**config.mk**
```make
export PLATFORM = sky130hd
export DESIGN_NAME = pmatch_port
export DESIGN_NICKNAME = d
export VERILOG_FILES = /design/src/rtl/pmatch_pkg.sv /design/src/rtl/pmatch_cfg.sv /design/src/rtl/pmatch_cell.sv /design/src/rtl/pmatch_eval.sv /design/src/rtl/pmatch_flags.sv /design/src/rtl/pmatch_port.sv
export SDC_FILE = /design/constraint.sdc
export NUM_CORES = 1
export LEC_CHECK = 0
export BUFFER_PORTS_ARGS = -buffer_cell sky130_fd_sc_hd__buf_2
export CAP_MARGIN = 20
export CORE_ASPECT_RATIO = 1.1
export CORE_MARGIN = 3
export CORE_UTILIZATION = 64
export DETAILED_ROUTE_END_ITERATION = 8
export GPL_TIMING_DRIVEN = 0
export PLACE_DENSITY = 0.91
export SETUP_SLACK_MARGIN = 0.15
export SYNTH_ARGS = -nofsm -noshare
export SYNTH_HDL_FRONTEND = slang
export SYNTH_HIERARCHICAL = 1
export SYNTH_SLANG_ARGS = --single-unit
```
**constraint.sdc**
```tcl
create_clock -name clk -period 12.7 [get_ports clk]
set_input_delay 1.27 -clock clk [delete_from_list [all_inputs] [get_ports clk]]
set_output_delay 1.27 -clock clk [all_outputs]
set_load 0.01 [all_outputs]
```
**src/rtl/pmatch_pkg.sv**
```systemverilog
package pmatch_pkg;
  typedef enum logic [2:0] {
    RA_MASK  = 3'd0,
    RA_TRANS = 3'd1,
    RA_POL   = 3'd2,
    RA_INV   = 3'd3,
    RA_MODE  = 3'd4,
    RA_STAT  = 3'd5
  } reg_addr_e;

  typedef enum logic [2:0] {
    CMD_NOP        = 3'd0,
    CMD_CLR_IP_IUS = 3'd1,
    CMD_SET_IUS    = 3'd2,
    CMD_CLR_IUS    = 3'd3,
    CMD_SET_IP     = 3'd4,
    CMD_CLR_IP     = 3'd5,
    CMD_SET_IE     = 3'd6,
    CMD_CLR_IE     = 3'd7
  } st_cmd_e;

  typedef enum logic [1:0] {
    MM_OFF    = 2'd0,
    MM_AND    = 2'd1,
    MM_OR     = 2'd2,
    MM_OR_PRI = 2'd3
  } match_mode_e;

  localparam int MODE_MM_LSB = 1;
  localparam int MODE_IMO    = 3;
  localparam int REG_W       = 8;
  localparam int ADDR_W      = 3;
endpackage

```
**src/rtl/pmatch_cfg.sv**
```systemverilog
module pmatch_cfg
  import pmatch_pkg::*;
#(
  parameter int W = 8
) (
  input  logic              clk,
  input  logic              rst,
  input  logic              we,
  input  logic [ADDR_W-1:0] addr,
  input  logic [REG_W-1:0]  wdata,
  output logic [W-1:0]      mask_q,
  output logic [W-1:0]      trans_q,
  output logic [W-1:0]      pol_q,
  output logic [W-1:0]      inv_q,
  output logic [REG_W-1:0]  mode_q
);
  always_ff @(posedge clk) begin
    if (rst) begin
      mask_q  <= '0;
      trans_q <= '0;
      pol_q   <= '0;
      inv_q   <= '0;
      mode_q  <= '0;
    end else if (we) begin
      case (addr)
        RA_MASK:  mask_q  <= wdata[W-1:0];
        RA_TRANS: trans_q <= wdata[W-1:0];
        RA_POL:   pol_q   <= wdata[W-1:0];
        RA_INV:   inv_q   <= wdata[W-1:0];
        RA_MODE:  mode_q  <= wdata;
        default: ;
      endcase
    end
  end
endmodule

```
**src/rtl/pmatch_cell.sv**
```systemverilog
module pmatch_cell (
  input  logic m,
  input  logic t,
  input  logic p,
  input  logic cur,
  input  logic prev,
  output logic part,
  output logic edge_cfg,
  output logic hit
);
  logic changed;
  assign changed = cur ^ prev;

  always_comb begin
    part     = m | t;
    edge_cfg = m & t;
    case ({m, t})
      2'b00:   hit = 1'b0;
      2'b01:   hit = changed;
      2'b10:   hit = (cur == p);
      default: hit = changed & (cur == p);
    endcase
  end
endmodule

```
**src/rtl/pmatch_eval.sv**
```systemverilog
module pmatch_eval
  import pmatch_pkg::*;
#(
  parameter int W = 8
) (
  input  logic         clk,
  input  logic         rst,
  input  logic [W-1:0] pin,
  input  logic [W-1:0] inv,
  input  logic [W-1:0] mask,
  input  logic [W-1:0] trans,
  input  logic [W-1:0] pol,
  input  logic [1:0]   mm,
  output logic         match,
  output logic         err
);
  localparam int CW = $clog2(W + 1);

  logic [W-1:0] d_cur, d_prev;
  logic [W-1:0] part, edge_cfg, hit;
  logic [CW-1:0] n_edge;
  logic any_part, any_hit, all_hit;

  always_ff @(posedge clk) begin
    if (rst) begin
      d_cur  <= '0;
      d_prev <= '0;
    end else begin
      d_cur  <= pin ^ inv;
      d_prev <= d_cur;
    end
  end

  for (genvar i = 0; i < W; i++) begin : g_cell
    pmatch_cell u_cell (
      .m       (mask[i]),
      .t       (trans[i]),
      .p       (pol[i]),
      .cur     (d_cur[i]),
      .prev    (d_prev[i]),
      .part    (part[i]),
      .edge_cfg(edge_cfg[i]),
      .hit     (hit[i])
    );
  end

  always_comb begin
    n_edge = '0;
    for (int i = 0; i < W; i++) n_edge = n_edge + CW'(edge_cfg[i]);
  end

  assign any_part = |part;
  assign any_hit  = |(hit & part);
  assign all_hit  = &(hit | ~part);

  always_comb begin
    err = (match_mode_e'(mm) == MM_AND) && (n_edge > CW'(1));
    case (match_mode_e'(mm))
      MM_AND:           match = any_part & all_hit & ~err;
      MM_OR, MM_OR_PRI: match = any_hit;
      default:          match = 1'b0;
    endcase
  end
endmodule

```
**src/rtl/pmatch_flags.sv**
```systemverilog
module pmatch_flags
  import pmatch_pkg::*;
(
  input  logic       clk,
  input  logic       rst,
  input  logic       match,
  input  logic       imo,
  input  logic       st_we,
  input  logic [2:0] st_cmd,
  input  logic       st_bit0,
  output logic       ie_q,
  output logic       ip_q,
  output logic       ius_q,
  output logic       pmf_q,
  output logic       ioe_q,
  output logic       irq_q,
  output logic       match_last
);
  logic ev;
  logic ie_n, ip_n, ius_n, pmf_n, ioe_n;

  assign ev = imo ? (match & ~match_last) : (match ^ match_last);

  always_comb begin
    ie_n  = ie_q;
    ip_n  = ip_q;
    ius_n = ius_q;
    pmf_n = pmf_q;
    ioe_n = ioe_q;
    if (st_we) begin
      ioe_n = st_bit0;
      case (st_cmd_e'(st_cmd))
        CMD_CLR_IP_IUS: begin ip_n = 1'b0; ius_n = 1'b0; pmf_n = 1'b0; end
        CMD_SET_IUS:    ius_n = 1'b1;
        CMD_CLR_IUS:    ius_n = 1'b0;
        CMD_SET_IP:     ip_n  = 1'b1;
        CMD_CLR_IP:     begin ip_n = 1'b0; pmf_n = 1'b0; end
        CMD_SET_IE:     ie_n  = 1'b1;
        CMD_CLR_IE:     ie_n  = 1'b0;
        default: ;
      endcase
    end
    // a detected event outranks a same-cycle clear
    if (ev && ie_q) begin
      ip_n  = 1'b1;
      pmf_n = 1'b1;
    end
  end

  always_ff @(posedge clk) begin
    if (rst) begin
      ie_q       <= 1'b0;
      ip_q       <= 1'b0;
      ius_q      <= 1'b0;
      pmf_q      <= 1'b0;
      ioe_q      <= 1'b0;
      irq_q      <= 1'b0;
      match_last <= 1'b0;
    end else begin
      ie_q       <= ie_n;
      ip_q       <= ip_n;
      ius_q      <= ius_n;
      pmf_q      <= pmf_n;
      ioe_q      <= ioe_n;
      irq_q      <= ie_n & ip_n & ~ius_n;
      match_last <= match;
    end
  end
endmodule

```
**src/rtl/pmatch_port.sv**
```systemverilog
module pmatch_port
  import pmatch_pkg::*;
#(
  parameter int W = 8
) (
  input  logic              clk,
  input  logic              rst,
  input  logic [W-1:0]      pin_i,
  input  logic              wr_en_i,
  input  logic [ADDR_W-1:0] wr_addr_i,
  input  logic [REG_W-1:0]  wr_data_i,
  input  logic [ADDR_W-1:0] rd_addr_i,
  output logic [REG_W-1:0]  rdata_o,
  output logic              irq_o
);
  logic [W-1:0]     mask_q, trans_q, pol_q, inv_q;
  logic [REG_W-1:0] mode_q;
  logic             match_now, match_last, cfg_err;
  logic             st_ie, st_ip, st_ius, st_pmf, st_ioe;
  logic             st_we;
  logic [REG_W-1:0] rd_mux;

  assign st_we = wr_en_i && (wr_addr_i == RA_STAT);

  pmatch_cfg #(.W(W)) u_cfg (
    .clk    (clk),
    .rst    (rst),
    .we     (wr_en_i),
    .addr   (wr_addr_i),
    .wdata  (wr_data_i),
    .mask_q (mask_q),
    .trans_q(trans_q),
    .pol_q  (pol_q),
    .inv_q  (inv_q),
    .mode_q (mode_q)
  );

  pmatch_eval #(.W(W)) u_eval (
    .clk  (clk),
    .rst  (rst),
    .pin  (pin_i),
    .inv  (inv_q),
    .mask (mask_q),
    .trans(trans_q),
    .pol  (pol_q),
    .mm   (mode_q[MODE_MM_LSB+1:MODE_MM_LSB]),
    .match(match_now),
    .err  (cfg_err)
  );

  pmatch_flags u_flags (
    .clk       (clk),
    .rst       (rst),
    .match     (match_now),
    .imo       (mode_q[MODE_IMO]),
    .st_we     (st_we),
    .st_cmd    (wr_data_i[7:5]),
    .st_bit0   (wr_data_i[0]),
    .ie_q      (st_ie),
    .ip_q      (st_ip),
    .ius_q     (st_ius),
    .pmf_q     (st_pmf),
    .ioe_q     (st_ioe),
    .irq_q     (irq_o),
    .match_last(match_last)
  );

  always_comb begin
    rd_mux = '0;
    case (rd_addr_i)
      RA_MASK:  rd_mux[W-1:0] = mask_q;
      RA_TRANS: rd_mux[W-1:0] = trans_q;
      RA_POL:   rd_mux[W-1:0] = pol_q;
      RA_INV:   rd_mux[W-1:0] = inv_q;
      RA_MODE:  rd_mux = mode_q;
      RA_STAT:  rd_mux = {st_ius, st_ie, st_ip, cfg_err, 2'b00, st_pmf, st_ioe};
      default:  rd_mux = '0;
    endcase
  end

  always_ff @(posedge clk) begin
    if (rst) rdata_o <= '0;
    else     rdata_o <= rd_mux;
  end
endmodule

```
Yosys cells after proc, flatten, opt, wreduce, memory -nomap -nowiden
Index checks and enable logic that the tools add are counted.
{ "word_totals": {"in_bits": 25, "output_inout_bits": 9, "regBits": 71, "word_cells": 160} }
{ "op_classes": {"bitwise": 45, "n_reduce_logical": 27, "add_sub_neg": 7, "order_cmp": 1, "eq_ne": 44, "n_mux": 21} }
{ "ops": {"columns": ["operator", "n"], "rows": [
  ["one-hot mux 8 bit (6 select lines)", 1],
  ["adder 4 x 1 -> 4 bit", 6],
  ["== test 3 bit, second input constant", 8],
  ["one-hot mux 1 bit (3 select lines)", 8],
  ["bitwise AND 1 bit", 21],
  ["== test 2 bit, second input constant", 10],
  ["== test 2 x 1 -> 1 bit, second input constant", 9],
  ["== test 3 x 2 -> 1 bit, second input constant", 6],
  ["zero test 2 bit", 8],
  ["OR reduction 8 bit", 2],
  ["AND reduction 2 bit", 6],
  ["== test 3 x 1 -> 1 bit, second input constant", 3],
  ["bitwise XOR 1 bit", 9],
  ["bitwise AND 8 bit", 1],
  ["== test 1 bit", 8],
  ["two-way mux 1 bit", 8],
  ["NOT 8 bit", 1],
  ["OR 1 bit", 8],
  ["OR 8 bit", 1],
  ["one-hot mux 1 bit (2 select lines)", 4],
  ["AND reduction 8 bit", 1],
  ["bitwise XOR 8 bit", 1],
  ["zero test 3 bit", 2],
  ["OR reduction 2 bit", 3],
  ["5 further kinds", 10]
]} }

Logic depth before layout (Yosys ltp)
Gate-level depths: netlist of the first run.
{ "depth": {"word_depth": 19, "depth_mapped": 17, "depth_no_buf": 17} }

Modules after synthesis
The synthesis of the first run kept the hierarchy.
{ "modules_own_cells": {"columns": ["module", "n_inst", "area_per_inst_um2", "cells_each", "seq_area_each_um2"], "rows": [
  ["pmatch_cfg", 1, 1627.8, 146, 800.8],
  ["pmatch_eval", 1, 822.0, 85, 320.3],
  ["pmatch_port", 1, 645.6, 61, 160.2],
  ["pmatch_cell", 8, 61.3, 8, 0.0],
  ["pmatch_flags", 1, 286.5, 29, 140.1]
]} }

Least setup slack after synthesis of the first run
Ideal clock, no wire load.
{ "synth_path": {"path_kind": "register to register", "from": "register u_cfg.trans_q[0]", "to": "register u_flags.irq_q", "arrival_ns": 3.909, "setup_slack_ns": 8.688, "stages_incl_launch_ff": 18, "required_time_ns": 12.597, "setup_ns": 0.103, "n_path_buf": 0, "period_less_slack_ns": 4.012, "path_cell_list": "dfxtp_1 > and2_1 > fa_1 > inv_1 > fa_1 > fa_1 > inv_1 > ha_1 > inv_1 > fa_1 > nand2_1 > o21ai_0 > a41oi_1 > o21ai_2 > ha_1 > nor2_1 > o21ai_0 > a2111oi_2"} }
{ "synth_via": {"elab_chain_cells": 19, "elab_cells_between_ends": 32, "cone_classes": "add/sub (7); order compare (1); eq/ne (2); mux (4); bitwise (12); reduce/logical (6)"} }
{ "synth_rtl": {"columns": ["element", "line", "rtl"], "rows": [
  ["from (decl)", "pmatch_cfg.sv:12", "output logic [W-1:0] trans_q,"],
  ["from (signal assigned)", "pmatch_cfg.sv:27", "RA_TRANS: trans_q <= wdata[W-1:0];"],
  ["bitwise AND 1 bit *", "pmatch_cell.sv:16", "edge_cfg = m & t;"],
  ["via u_eval.edge_cfg[0]", "pmatch_eval.sv:20", "logic [W-1:0] part, edge_cfg, hit;"],
  ["adder 1 x 1 -> 2 bit *", "pmatch_eval.sv:49", "for (int i = 0; i < W; i++) n_edge = n_edge + CW'(edge_cfg[i]);"],
  ["adder 4 x 1 -> 4 bit * (6 in series)", "pmatch_eval.sv:49", null],
  ["> comparator 4 x 1 -> 1 bit *", "pmatch_eval.sv:57", "err = (match_mode_e'(mm) == MM_AND) && (n_edge > CW'(1));"],
  ["logical AND 1 bit *", "pmatch_eval.sv:57", null],
  ["via cfg_err", "pmatch_port.sv:18", "logic match_now, match_last, cfg_err;"],
  ["NOT 1 bit *", "pmatch_eval.sv:59", "MM_AND: match = any_part & all_hit & ~err;"],
  ["bitwise AND 1 bit *", "pmatch_eval.sv:59", null],
  ["one-hot mux 1 bit (2 select lines) *", "pmatch_eval.sv:58", "case (match_mode_e'(mm))"],
  ["via match_now", "pmatch_port.sv:18", null],
  ["bitwise XOR 1 bit / bitwise AND 1 bit (equally long branches)", "pmatch_flags.sv:22", "assign ev = imo ? (match & ~match_last) : (match ^ match_last);"],
  ["two-way mux 1 bit *", "pmatch_flags.sv:22", null],
  ["logical AND 1 bit *", "pmatch_flags.sv:44", "if (ev && ie_q) begin"],
  ["two-way mux 1 bit *", "pmatch_flags.sv:44", null],
  ["bitwise AND 1 bit * (2 in series)", "pmatch_flags.sv:65", "irq_q <= ie_n & ip_n & ~ius_n;"],
  ["to (signal assigned)", "pmatch_flags.sv:65", null],
  ["to (decl)", "pmatch_flags.sv:16", "output logic irq_q,"]
]} }
Mark *: on every way through the listed nets, which the timed path passes. The rest lies on a longest branch.
A chain may end at the register's enable or synchronous reset.

Worst setup path in the final report of the first run
{ "layout_path": {"from": "register u_cfg.trans_q[0]", "to": "register u_flags.ip_q"} }
{ "layout_via": {"elab_chain_cells": 17, "elab_cells_between_ends": 30, "cone_classes": "add/sub (7); order compare (1); eq/ne (2); mux (4); bitwise (10); reduce/logical (6)"} }
{ "layout_rtl": {"columns": ["element", "line", "rtl"], "rows": [
  ["bitwise AND 1 bit *", "pmatch_cell.sv:16", null],
  ["via u_eval.edge_cfg[0]", "pmatch_eval.sv:20", null],
  ["adder 1 x 1 -> 2 bit *", "pmatch_eval.sv:49", null],
  ["adder 4 x 1 -> 4 bit * (6 in series)", "pmatch_eval.sv:49", null],
  ["> comparator 4 x 1 -> 1 bit *", "pmatch_eval.sv:57", null],
  ["logical AND 1 bit *", "pmatch_eval.sv:57", null],
  ["via cfg_err", "pmatch_port.sv:18", null],
  ["NOT 1 bit *", "pmatch_eval.sv:59", null],
  ["bitwise AND 1 bit *", "pmatch_eval.sv:59", null],
  ["one-hot mux 1 bit (2 select lines) *", "pmatch_eval.sv:58", null],
  ["via match_now", "pmatch_port.sv:18", null],
  ["bitwise XOR 1 bit / bitwise AND 1 bit (equally long branches)", "pmatch_flags.sv:22", null],
  ["two-way mux 1 bit *", "pmatch_flags.sv:22", null],
  ["logical AND 1 bit *", "pmatch_flags.sv:44", null],
  ["two-way mux 1 bit *", "pmatch_flags.sv:44", null],
  ["to (signal assigned)", "pmatch_flags.sv:61", "ip_q <= ip_n;"],
  ["to (decl)", "pmatch_flags.sv:12", "output logic ip_q,"]
]} }
Marked as above.

==> results of run 1 <==
## per-layer routing
layer | wire length [um] | global-route usage (%) | share of wire, %
met5 | 0 | 0 | 0
met4 | 470 | 18.3 | 5.0
met3 | 532 | 6.38 | 5.6
met2 | 4560 | 46.5 | 48
met1 | 3870 | 34.8 | 41
## kinds of logic (layout without fill, tap and decap cells)
kind of cell    after synthesis  in the layout  synth area share, %
simple gates                122            122                 19.6
flops                        71             71                 36.7
buf+inv                      63            109                 7.27
mux                          58             58                 16.6
compound gates               55             55                 14.7
fa+ha+maj                     8              8                 3.36
xor+xnor                      8              8                 1.81
## area by class of cell
class                   count  share of cell area (%)
plain buffers              17                    2.52
clock buffers              11                    3.27
clock inverters             5                    1.33
inverters                  46                    4.00
multi-input cells         251                    50.2
flip-flops and latches     71                    32.9
well taps                  77                    2.23
repair buffers             30                    3.48
## worst max-delay path by stage
stage / endpoint / slack, ns / cells past startpoint
6_report: u_flags/ip_q / 8.04 / 17
4_1_cts: u_flags/ip_q / 8.09 / 17
2_1_floorplan: u_flags/irq_q / 8.69 / 17
3_3_place_gp: u_flags/irq_q / 8.39 / 17
3_5_place_dp: u_flags/irq_q / 8.19 / 17
5_1_grt: u_flags/ip_q / 7.80 / 17
## power groups by stage
| stage | Sequential [mW] | Clock [mW] | Combinational (mW) |
|---|---|---|---|
| 2_1_floorplan | 0.238 | 0 | 0.0328 |
| 3_3_place_gp | 0.239 | 0 | 0.0459 |
| 3_5_place_dp | 0.240 | 0 | 0.0476 |
| 4_1_cts | 0.235 | 0.184 | 0.0481 |
| 5_1_grt | 0.236 | 0.196 | 0.0521 |
| 6_report | 0.235 | 0.183 | 0.0486 |
## state kept, by name, indices dropped and copies added (netlist names), 8 cells and up
register,flops
rdata_o,8
u_cfg/inv_q,8
u_cfg/mask_q,8
u_cfg/mode_q,8
u_cfg/pol_q,8
u_cfg/trans_q,8
u_eval/d_cur,8
u_eval/d_prev,8
## worst min-delay path, cell delays in order (launching register included)
cell and delay (ns):
dfxtp_1 0.31, nand2b_1 0.06, mux2i_1 0.06
## cell usage after synthesis (4+ instances only)
| cell | number |
|---|---|
| mux4_2 | 4 |
| inv_1 | 46 |
| ha_1 | 4 |
| dfxtp_1 | 71 |
| xnor2_1 | 8 |
| buf_6 | 4 |
| mux2i_1 | 47 |
| and2_1 | 9 |
| fa_1 | 4 |
| nand2b_1 | 52 |
| nor2b_1 | 11 |
| or2_1 | 8 |
| nand2_1 | 6 |
| o21a_1 | 8 |
| nor2_1 | 13 |
| clkbuf_1 | 9 |
| a22oi_1 | 4 |
| o21ai_0 | 4 |
| o22ai_1 | 5 |
| mux2_2 | 5 |
| a221oi_2 | 17 |
## cell usage in the layout (no fill, tap or decap), types with 5 or more instances in the layout
cell	synthesis	layout
dfxtp_1	71	71
nand2b_1	52	52
o21a_1	8	8
and2_1	9	9
mux2i_1	47	47
xnor2_1	8	8
a221oi_2	17	17
nor2_1	13	13
inv_1	46	46
mux2_2	5	5
nor2b_1	11	11
buf_2	3	33
o22ai_1	5	5
clkbuf_8	0	10
clkbuf_1	9	10
nand2_1	6	6
or2_1	8	8
==> results by group, run 1 <==
Outcome
  • Status: finished, final reports clean

Final layout
  • Antenna Cells: 0
  • Final #Nets: between 400 and 500
  • Design area: approximately 0.0043 mm^2
  • Sequential Area: 0.00142 mm^2
  • Area of the multi-input gates: between 0.002 and 0.0025 mm^2
  • Fill cells: between 400 and 500
  • Area grow syn2layout: 11.5%
  • Finished Layout Cells: between 500 and 600
  • Layout cell share with drive strength beyond 1: a little over a fifth
  • Final core occ: about three quarters

Place
  • Routability cong.: about 0.90
  • Port Buffers: 30
  • DP Worst Slack: roughly 8.2 ns
  • Placement Cell Area: about 0.004 mm^2
  • DP HPWL: 6.69 mm
  • Placed cell count: 492

Setup path
  • Critical Setup Path Class: reg2reg
  • Slowest stage delay, CP: about 0.55 ns
  • Reg-to-Reg Start: u_cfg/trans_q[0]
  • Endpoint of the worst-slack reg-to-reg timing path: u_flags/ip_q
  • Critical path origin: u_cfg/trans_q[0]
  • Worst Setup End Kind: flop
  • Worst EP arrival: 4.85 ns
  • CP most frequent cell: fa_1
  • Bufs and invs on worst path: 3
  • Reg2reg setup slack: approximately 8 ns
  • Cells along the critical path: and2_1, fa_1, inv_1, fa_1, fa_1, inv_1, ha_1, inv_1, fa_1, nand2_1, o21ai_0, a41oi_1, o21ai_2, ha_1, and2_0, o21ai_0, a21oi_1
  • CP Launch Type: flop
  • Crit path required time: between 10 and 15 ns
  • CP max stage cell: fa_1
  • CP max FO: 6
  • Top Family by Delay on Critical Path: adder cells
  • Worst r2r path cells: 17

Die
  • Die Span Y: 87.6 um
  • Die X: ~80 um
  • I/O Pins: 34
  • Core area: 0.00581 mm^2
  • Cell Rows: 29
  • Starting Density: 66.7%
  • Die Area: around 0.007 mm^2

Pwr
  • Maximum vdd drop: 0.0000715 V
  • Sequential share of power: between 50% and 60%
  • Lkg Pwr: roughly 1.9 nW
  • Sw frac: between 20% and 30%
  • Part of the power in the clock network: between 30% and 40%
  • Combinational power share: roughly a tenth
  • Switching power total: about 120 uW
  • Int Power: around 350 uW
  • Pwr/cell area: between 100 and 150 mW/mm^2
  • Power Total: roughly 470 uW

STA
  • Slew Viols, Final: 0
  • Worst Tran Pin Value: approximately 0.66 ns
  • Slew headroom: between 50% and 60%
  • Post-route clock period utilization: ~37%
  • Setup tns final: 0 ns
  • RSZ-0062 raised after global routing: false
  • Clk_skew: about 0.0068 ns
  • Fmax: about 210 MHz
  • Min Tclk post-route: between 4 and 5 ns
  • Hold_ws: 0.480 ns
  • Hold Violations, Final: 0
  • Setup ws final: approximately 8.0 ns
  • Final setup fails: 0

Synthesis
  • Count of state elements after synthesis: 71
  • Number of synthesized flops with an enable pin: 0
  • Synth Warn #: 6
  • Prevailing post-synth register cell: dfxtp_1
  • Post-Syn Area: between 0.003 and 0.004 mm^2
  • Mean post-synth cell area: just over 10 um^2
  • Synth unique cells: 55
  • Post-synthesis async set-or-reset flop share: 0%
  • Post-synth top area cell: dfxtp_1
  • Post-Syn Instances: 385
  • Sequential share of the synthesized area: 36.7%
  • Yosys top cell area share: a little under two fifths
  • Ranking of synthesized cells by area: dfxtp_1 (37%), mux2i_1 (12%), nand2b_1 (8.4%), a221oi_2 (6.6%), inv_1 (4.5%)
  • Synth Net Count: 418

Clocking
  • Post-CTS setup buffers: 0
  • Hold_buf cts: 0
  • Root buffer cell: clkbuf_8
  • Inserted Clock Buffers: 9
  • H-tree levels: 3
  • Clock transition at path regs: 0.07 ns
  • Clock Path Buffers: 2
  • CTS sink count: just over 70
  • CTS resizes: 0
  • Clock Latency Late Sink: 0.35 ns
  • TritonCTS clock tree: yes

Routing
  • Final WL: ~9.4 mm
  • Via-to-Cell Ratio: roughly 5.9
  • Antenna Nets Post-Route: 0
  • DR vias: roughly 3000
  • DRC: 0
  • Drt initial violations: between 200 and 250
  • Routed wire per std cell: around 19 um
  • First-pass DRT Iterations: 5

Worst hold path
  • Hold path depth: 2
  • Min-Delay Path Class: reg2reg
  • Hold path start: u_cfg/mode_q[7]
  • Destination of the worst hold path: u_cfg/mode_q[7]

GRT
  • Largest net degree at the start of global routing: 23
  • Initial antenna violation count: 0
  • Vias in the first global route: about 3000
  • Overflow after GRT: 0
  • Total track usage: around 29%
  • First-pass GRT wire length: 15.0 mm

Job
  • Total of max-cap violations: 0
Power figures use the tool's default switching activity.
==> run 2, diff against run 1 <==
CORE_UTILIZATION = 60   (was 64)
PLACE_DENSITY = 0.86   (was 0.91)
clock period = 4.8 ns   (was 12.7 ns; I/O delays follow)
==> run 2 against run 1 <==
  * Worst setup slack got worse by 7.6 ns
  * Largest cell class unchanged
  * Worst hold slack worse by 0.11 ns
  * Highest routed layer unchanged
  * Critical path depth did not move
  * Critical path type unchanged
  * Routed wire length up 0.16%
  * Flip-flop and latch count did not move
==> results by group, run 2 (synthesis gave the netlist of run 1 again) <==
Clocking
  • Inserted Clock Buffers: 9
  • Clock Path Buffers: 2
  • Post-CTS setup buffers: 0
  • H-tree levels: 3
  • CTS sink count: slightly above 70
  • TritonCTS clock tree: yes
  • Root buffer cell: clkbuf_8
  • Clock transition at path regs: ~0.080 ns
  • Clock Latency Late Sink: 0.35 ns

Routing
  • Via-to-Cell Ratio: between 5 and 6
  • DRC: 0
  • DR vias: about 2900
  • Final WL: roughly 9.5 mm
  • Routed wire per std cell: between 15 and 20 um
  • Drt initial violations: 217
  • Antenna Nets Post-Route: 0
  • First-pass DRT Iterations: 5

GRT
  • Grt met1 use: a little over a third
  • Largest net degree at the start of global routing: 23
  • First-pass GRT wire length: 15.0 mm
  • Met3 Track Usage GR: 5.69%
  • Overflow after GRT: 0
  • Vias in the first global route: ~3000
  • Routing usage on met2: between 40% and 50%
  • Total track usage: between 20% and 30%
  • Initial antenna violation count: 0
  • Grt peak-use layer: met2

Outcome
  • Status: finished, final reports clean

Place
  • Placement Cell Area: ~0.0041 mm^2
  • Port Buffers: 30
  • Placed cell count: 495
  • DP HPWL: around 6.6 mm
  • Routability cong.: between 0.9 and 1

Setup path
  • Reg-to-Reg Start: u_cfg/trans_q[0]
  • Reg2reg setup slack: around 0.42 ns
  • CP Launch Type: flop
  • Crit path required time: 5.05 ns
  • Worst EP arrival: 4.63 ns
  • Worst Setup End Kind: flop
  • Critical Setup Path Class: reg2reg
  • CP max FO: 6
  • Endpoint of the worst-slack reg-to-reg timing path: u_flags/irq_q
  • Worst r2r path cells: 17

Final layout
  • Finished Layout Cells: 510
  • Design area: between 0.004 and 0.005 mm^2
  • Antenna Cells: 0
  • Area grow syn2layout: 12.7%
  • Layout cell share with drive strength beyond 1: about a fifth
  • Commonest non-fill, non-tap cell in the layout: dfxtp_1
  • Most frequent cells in the layout: dfxtp_1 (71), nand2b_1 (52), mux2i_1 (47)
  • Final #Nets: ~460

Worst hold path
  • Hold path depth: 3
  • Hold path start: pin_i[0]
  • Min-Delay Path Class: in2reg
  • Destination of the worst hold path: u_eval/d_cur[0]

Die
  • I/O Pins: 34
  • Cell Rows: 30
  • Die X: around 83 um
  • Core area: approximately 0.0062 mm^2
  • Die Span Y: about 90 um
  • Die Area: approximately 0.0075 mm^2
  • Starting Density: between 60 and 70%

STA
  • Clk_skew: between 0.005 and 0.006 ns
  • Fmax: roughly 230 MHz
  • RSZ-0062 raised after global routing: false
  • Post-route clock period utilization: just over 90%
  • Hold_ws: between 0.3 and 0.4 ns
  • Min Tclk post-route: ~4.4 ns
  • Slew headroom: between 50 and 60%
  • Final setup fails: 0
  • Hold Violations, Final: 0
  • Worst Tran Pin Value: about 0.63 ns
  • Slew Viols, Final: 0
  • Setup tns final: 0 ns

Pwr
  • Lkg Pwr: ~1.9 nW
  • Maximum vdd drop: roughly 0.00029 V
  • Power Total: 1.32 mW
  • Pwr/cell area: a little over 300 mW/mm^2

Job
  • Total of max-cap violations: 0
-- run 2: cell count changes in the layout (fill, tap and decap cells not counted), sizes merged --
cell / before / now
clkinvlp: 3 / 2
bufinv: 1 / 3
clkbuf: 20 / 18
-- run 2: worst max-delay path, cell delays in order (launching register included) --
cell and delay (ns):
dfxtp_1 0.37, and2_1 0.21, fa_1 0.53, inv_1 0.05
fa_1 0.45, fa_1 0.49, inv_1 0.04, ha_1 0.18
inv_1 0.08, fa_1 0.45, nand2_1 0.11, o21ai_1 0.08
a41oi_2 0.24, o21ai_2 0.11, ha_1 0.28, nor2_1 0.10
o21ai_0 0.18, a2111oi_2 0.33
-- run 2: layout make-up --
| type | instances | area [um^2] |
|---|---|---|
| Tap cell | 80 | 100 |
| Multi-Input combinational cell | 251 | 2180 |
| Buffer | 17 | 109 |
| Fill cell | 501 | 1870 |
| Clock inverter | 6 | 110 |
| Sequential cell | 71 | 1420 |
| Timing Repair Buffer | 30 | 150 |
| Inverter | 46 | 173 |
| Clock buffer | 9 | 124 |
-- run 2: report_power, final --
group          total, mW  internal [mW]  switching [mW]
sequential         0.621          0.605          0.0164
clock              0.572          0.341           0.231
combinational      0.128         0.0598          0.0681
-- run 2: stage by stage --
step	util, %	setup slack, ns
after floorplan	-	0.788
after global placement	66.2	0.459
after detailed placement	66.2	0.425
after CTS	69.9	0.382
after global routing	70.0	0.204
final	70.0	0.423
-- run 2: how the worst max path moves through the flow --
| stage | start | end | slack, ns | cells past startpoint |
|---|---|---|---|---|
| after floorplan | u_cfg/trans_q[0] | u_flags/irq_q | 0.79 | 17 |
| after global placement | u_cfg/trans_q[0] | u_flags/irq_q | 0.46 | 17 |
| after detailed placement | u_cfg/trans_q[0] | u_flags/irq_q | 0.43 | 17 |
| after CTS | u_cfg/trans_q[0] | u_flags/irq_q | 0.38 | 17 |
| after global routing | u_cfg/trans_q[1] | u_flags/irq_q | 0.20 | 17 |
| final | u_cfg/trans_q[0] | u_flags/irq_q | 0.42 | 17 |
-- run 2: what timing repair did --
action / in CTS / in global routing
hold buffers: 0 / 0
endpoints found under the setup margin: 0 / 3
resized for setup: 0 / 2
-- run 2: layer usage --
layer / share of wire (%) / routed length, um / up-vias
li1: - / - / 1406
met1: 43 / 4020 / 1384
met2: 47 / 4490 / 108
met3: 5.8 / 550 / 29
met4: 4.1 / 391 / 0
met5: 0 / 0 / -
==> run 3, diff against run 2 <==
PLACE_DENSITY = 0.78   (was 0.86)
==> run 3 against run 2 <==
  * Non-clock buffer count stayed put
  * Combinational power is essentially flat
  * Cell count is 0.20% higher
  * Count of clock-buffer cells in the layout grew 1
  * Die area is the same
  * Critical endpoint unchanged
  * Global-route usage fell by 0.80 points
  * Clock skew increased by 0.0080 ns
  * Total power down 6.4%
  * Flip-flop and latch count stayed put
  * Sequential share of layout area rose by 0.27 points
==> results by group, run 3 (synthesis gave the netlist of run 1 again) <==
STA
  • Hold Violations, Final: 0
  • Fmax: ~230 MHz
  • Hold_ws: between 0.3 and 0.4 ns
  • Slew Viols, Final: 0
  • Clk_skew: roughly 0.014 ns
  • RSZ-0062 raised after global routing: false
  • Min Tclk post-route: ~4.3 ns
  • Final setup fails: 0
  • Slew headroom: about three fifths
  • Worst Tran Pin Value: between 0.5 and 0.6 ns
  • Setup tns final: 0 ns
  • Post-route clock period utilization: 90.4%

Worst hold path
  • Min-Delay Path Class: in2reg

Routing
  • Antenna Nets Post-Route: 0
  • Drt initial violations: 223
  • DRC: 0
  • Via-to-Cell Ratio: 5.66
  • DR vias: roughly 2900
  • Routed wire per std cell: about 17 um
  • First-pass DRT Iterations: 4
  • Final WL: 8.93 mm

Die
  • Core area: between 0.006 and 0.007 mm^2
  • Die X: 82.6 um
  • I/O Pins: 34
  • Die Span Y: approximately 90 um
  • Die Area: roughly 0.0075 mm^2
  • Cell Rows: 30
  • Starting Density: just over 60%

GRT
  • First-pass GRT wire length: 14.3 mm
  • Initial antenna violation count: 0
  • Overflow after GRT: 0
  • Met3 Track Usage GR: under 10%
  • Grt met1 use: between 30% and 40%
  • Routing usage on met2: 41.1%
  • Grt peak-use layer: met2
  • Total track usage: around a quarter
  • Largest net degree at the start of global routing: 23
  • Vias in the first global route: about 2800

Setup path
  • CP max FO: 6
  • Crit path required time: between 5 and 6 ns
  • Worst Setup End Kind: flop
  • CP Launch Type: flop
  • Critical Setup Path Class: reg2reg
  • Worst EP arrival: around 4.6 ns

Place
  • Port Buffers: 30
  • DP HPWL: around 6.4 mm
  • Routability cong.: 0.844

Pwr
  • Lkg Pwr: about 1.9 nW
  • Pwr/cell area: 286 mW/mm^2
  • Maximum vdd drop: around 0.00022 V
  • Power Total: around 1.2 mW

Final layout
  • Final #Nets: between 400 and 500
  • Fill cells: between 500 and 600
  • Antenna Cells: 0
  • Most frequent cells in the layout: dfxtp_1 (71), nand2b_1 (52), mux2i_1 (47)
  • Area grow syn2layout: 11.8%
  • Layout cell share with drive strength beyond 1: between 20% and 30%
  • Commonest non-fill, non-tap cell in the layout: dfxtp_1

Clocking
  • Inserted Clock Buffers: 9
  • Clock Latency Late Sink: ~0.35 ns
  • TritonCTS clock tree: yes
  • CTS sink count: just over 70
  • Clock Path Buffers: 2
  • H-tree levels: 3
  • Post-CTS setup buffers: 0
  • Root buffer cell: clkbuf_8
  • Clock transition at path regs: 0.08 ns

Job
  • Total of max-cap violations: 0

Outcome
  • Status: finished, final reports clean
-- run 3: changes by cell type in the layout (fill, tap and decap cells not counted) --
cell       delta
a41oi_2       -1
bufinv_16     -2
a41oi_1       +1
inv_6         +2
clkbuf_8      +1
-- run 3: critical path, stage by stage (launching register included) --
cell and delay [ns]:
dfxtp_1 0.37, and2_1 0.20, fa_1 0.53, inv_1 0.05
fa_1 0.44, fa_1 0.49, inv_1 0.04, ha_1 0.19
inv_1 0.07, fa_1 0.43, nand2_1 0.08, o21ai_0 0.07
a41oi_1 0.31, o21ai_2 0.12, ha_1 0.28, nor2_1 0.11
o21ai_1 0.14, a2111oi_2 0.31
-- run 3: routing by layer --
layer / vias up / share of wire, %
li1: 1410 / -
met1: 1409 / 45
met2: 61 / 49
met3: 14 / 3.7
met4: 0 / 2.5
met5: - / 0
-- run 3: power breakdown --
| part | switching (mW) | internal [mW] |
|---|---|---|
| Combinational | 0.0671 | 0.0598 |
| Clock | 0.233 | 0.257 |
| Sequential | 0.0154 | 0.605 |
| Total | 0.316 | 0.921 |
-- run 3: path summary, 6_finish.rpt --
check        depth (start not counted)              end             start  slack [ns]
min reg2reg                          2  u_cfg/mode_q[7]   u_cfg/mode_q[7]        0.48
max                                 17    u_flags/irq_q  u_cfg/trans_q[0]        0.46
max reg2reg                         17    u_flags/irq_q  u_cfg/trans_q[0]        0.46
min                                  3  u_eval/d_cur[6]          pin_i[6]        0.37
-- run 3: layout make-up --
class                   instances  area, um^2  share of cell area [%]
well taps                      80         100                    2.31
multi-input cells             251        2170                    50.1
clock inverters                 6        67.6                    1.56
flip-flops and latches         71        1420                    32.8
inverters                      46         173                    3.99
repair buffers                 30         150                    3.47
plain buffers                  17         109                    2.52
clock buffers                  10         138                    3.18
-- run 3: repair_timing --
action	in CTS	in global routing
resized for setup	0	1
hold endpoints to repair	0	0
setup endpoints to repair	0	3
hold buffers	0	0
-- run 3: through the flow --
step / util (%) / setup slack [ns] / cell area [um^2] / cells
finish: 69.5 / 0.459 / 4330 / 511
global route: 69.5 / 0.151 / 4330 / 511
CTS: 69.5 / 0.362 / 4330 / 511
detailed placement: 66.2 / 0.382 / 4120 / 495
global placement: 66.2 / 0.472 / 4120 / 495
floorplan: - / 0.788 / 3870 / 385
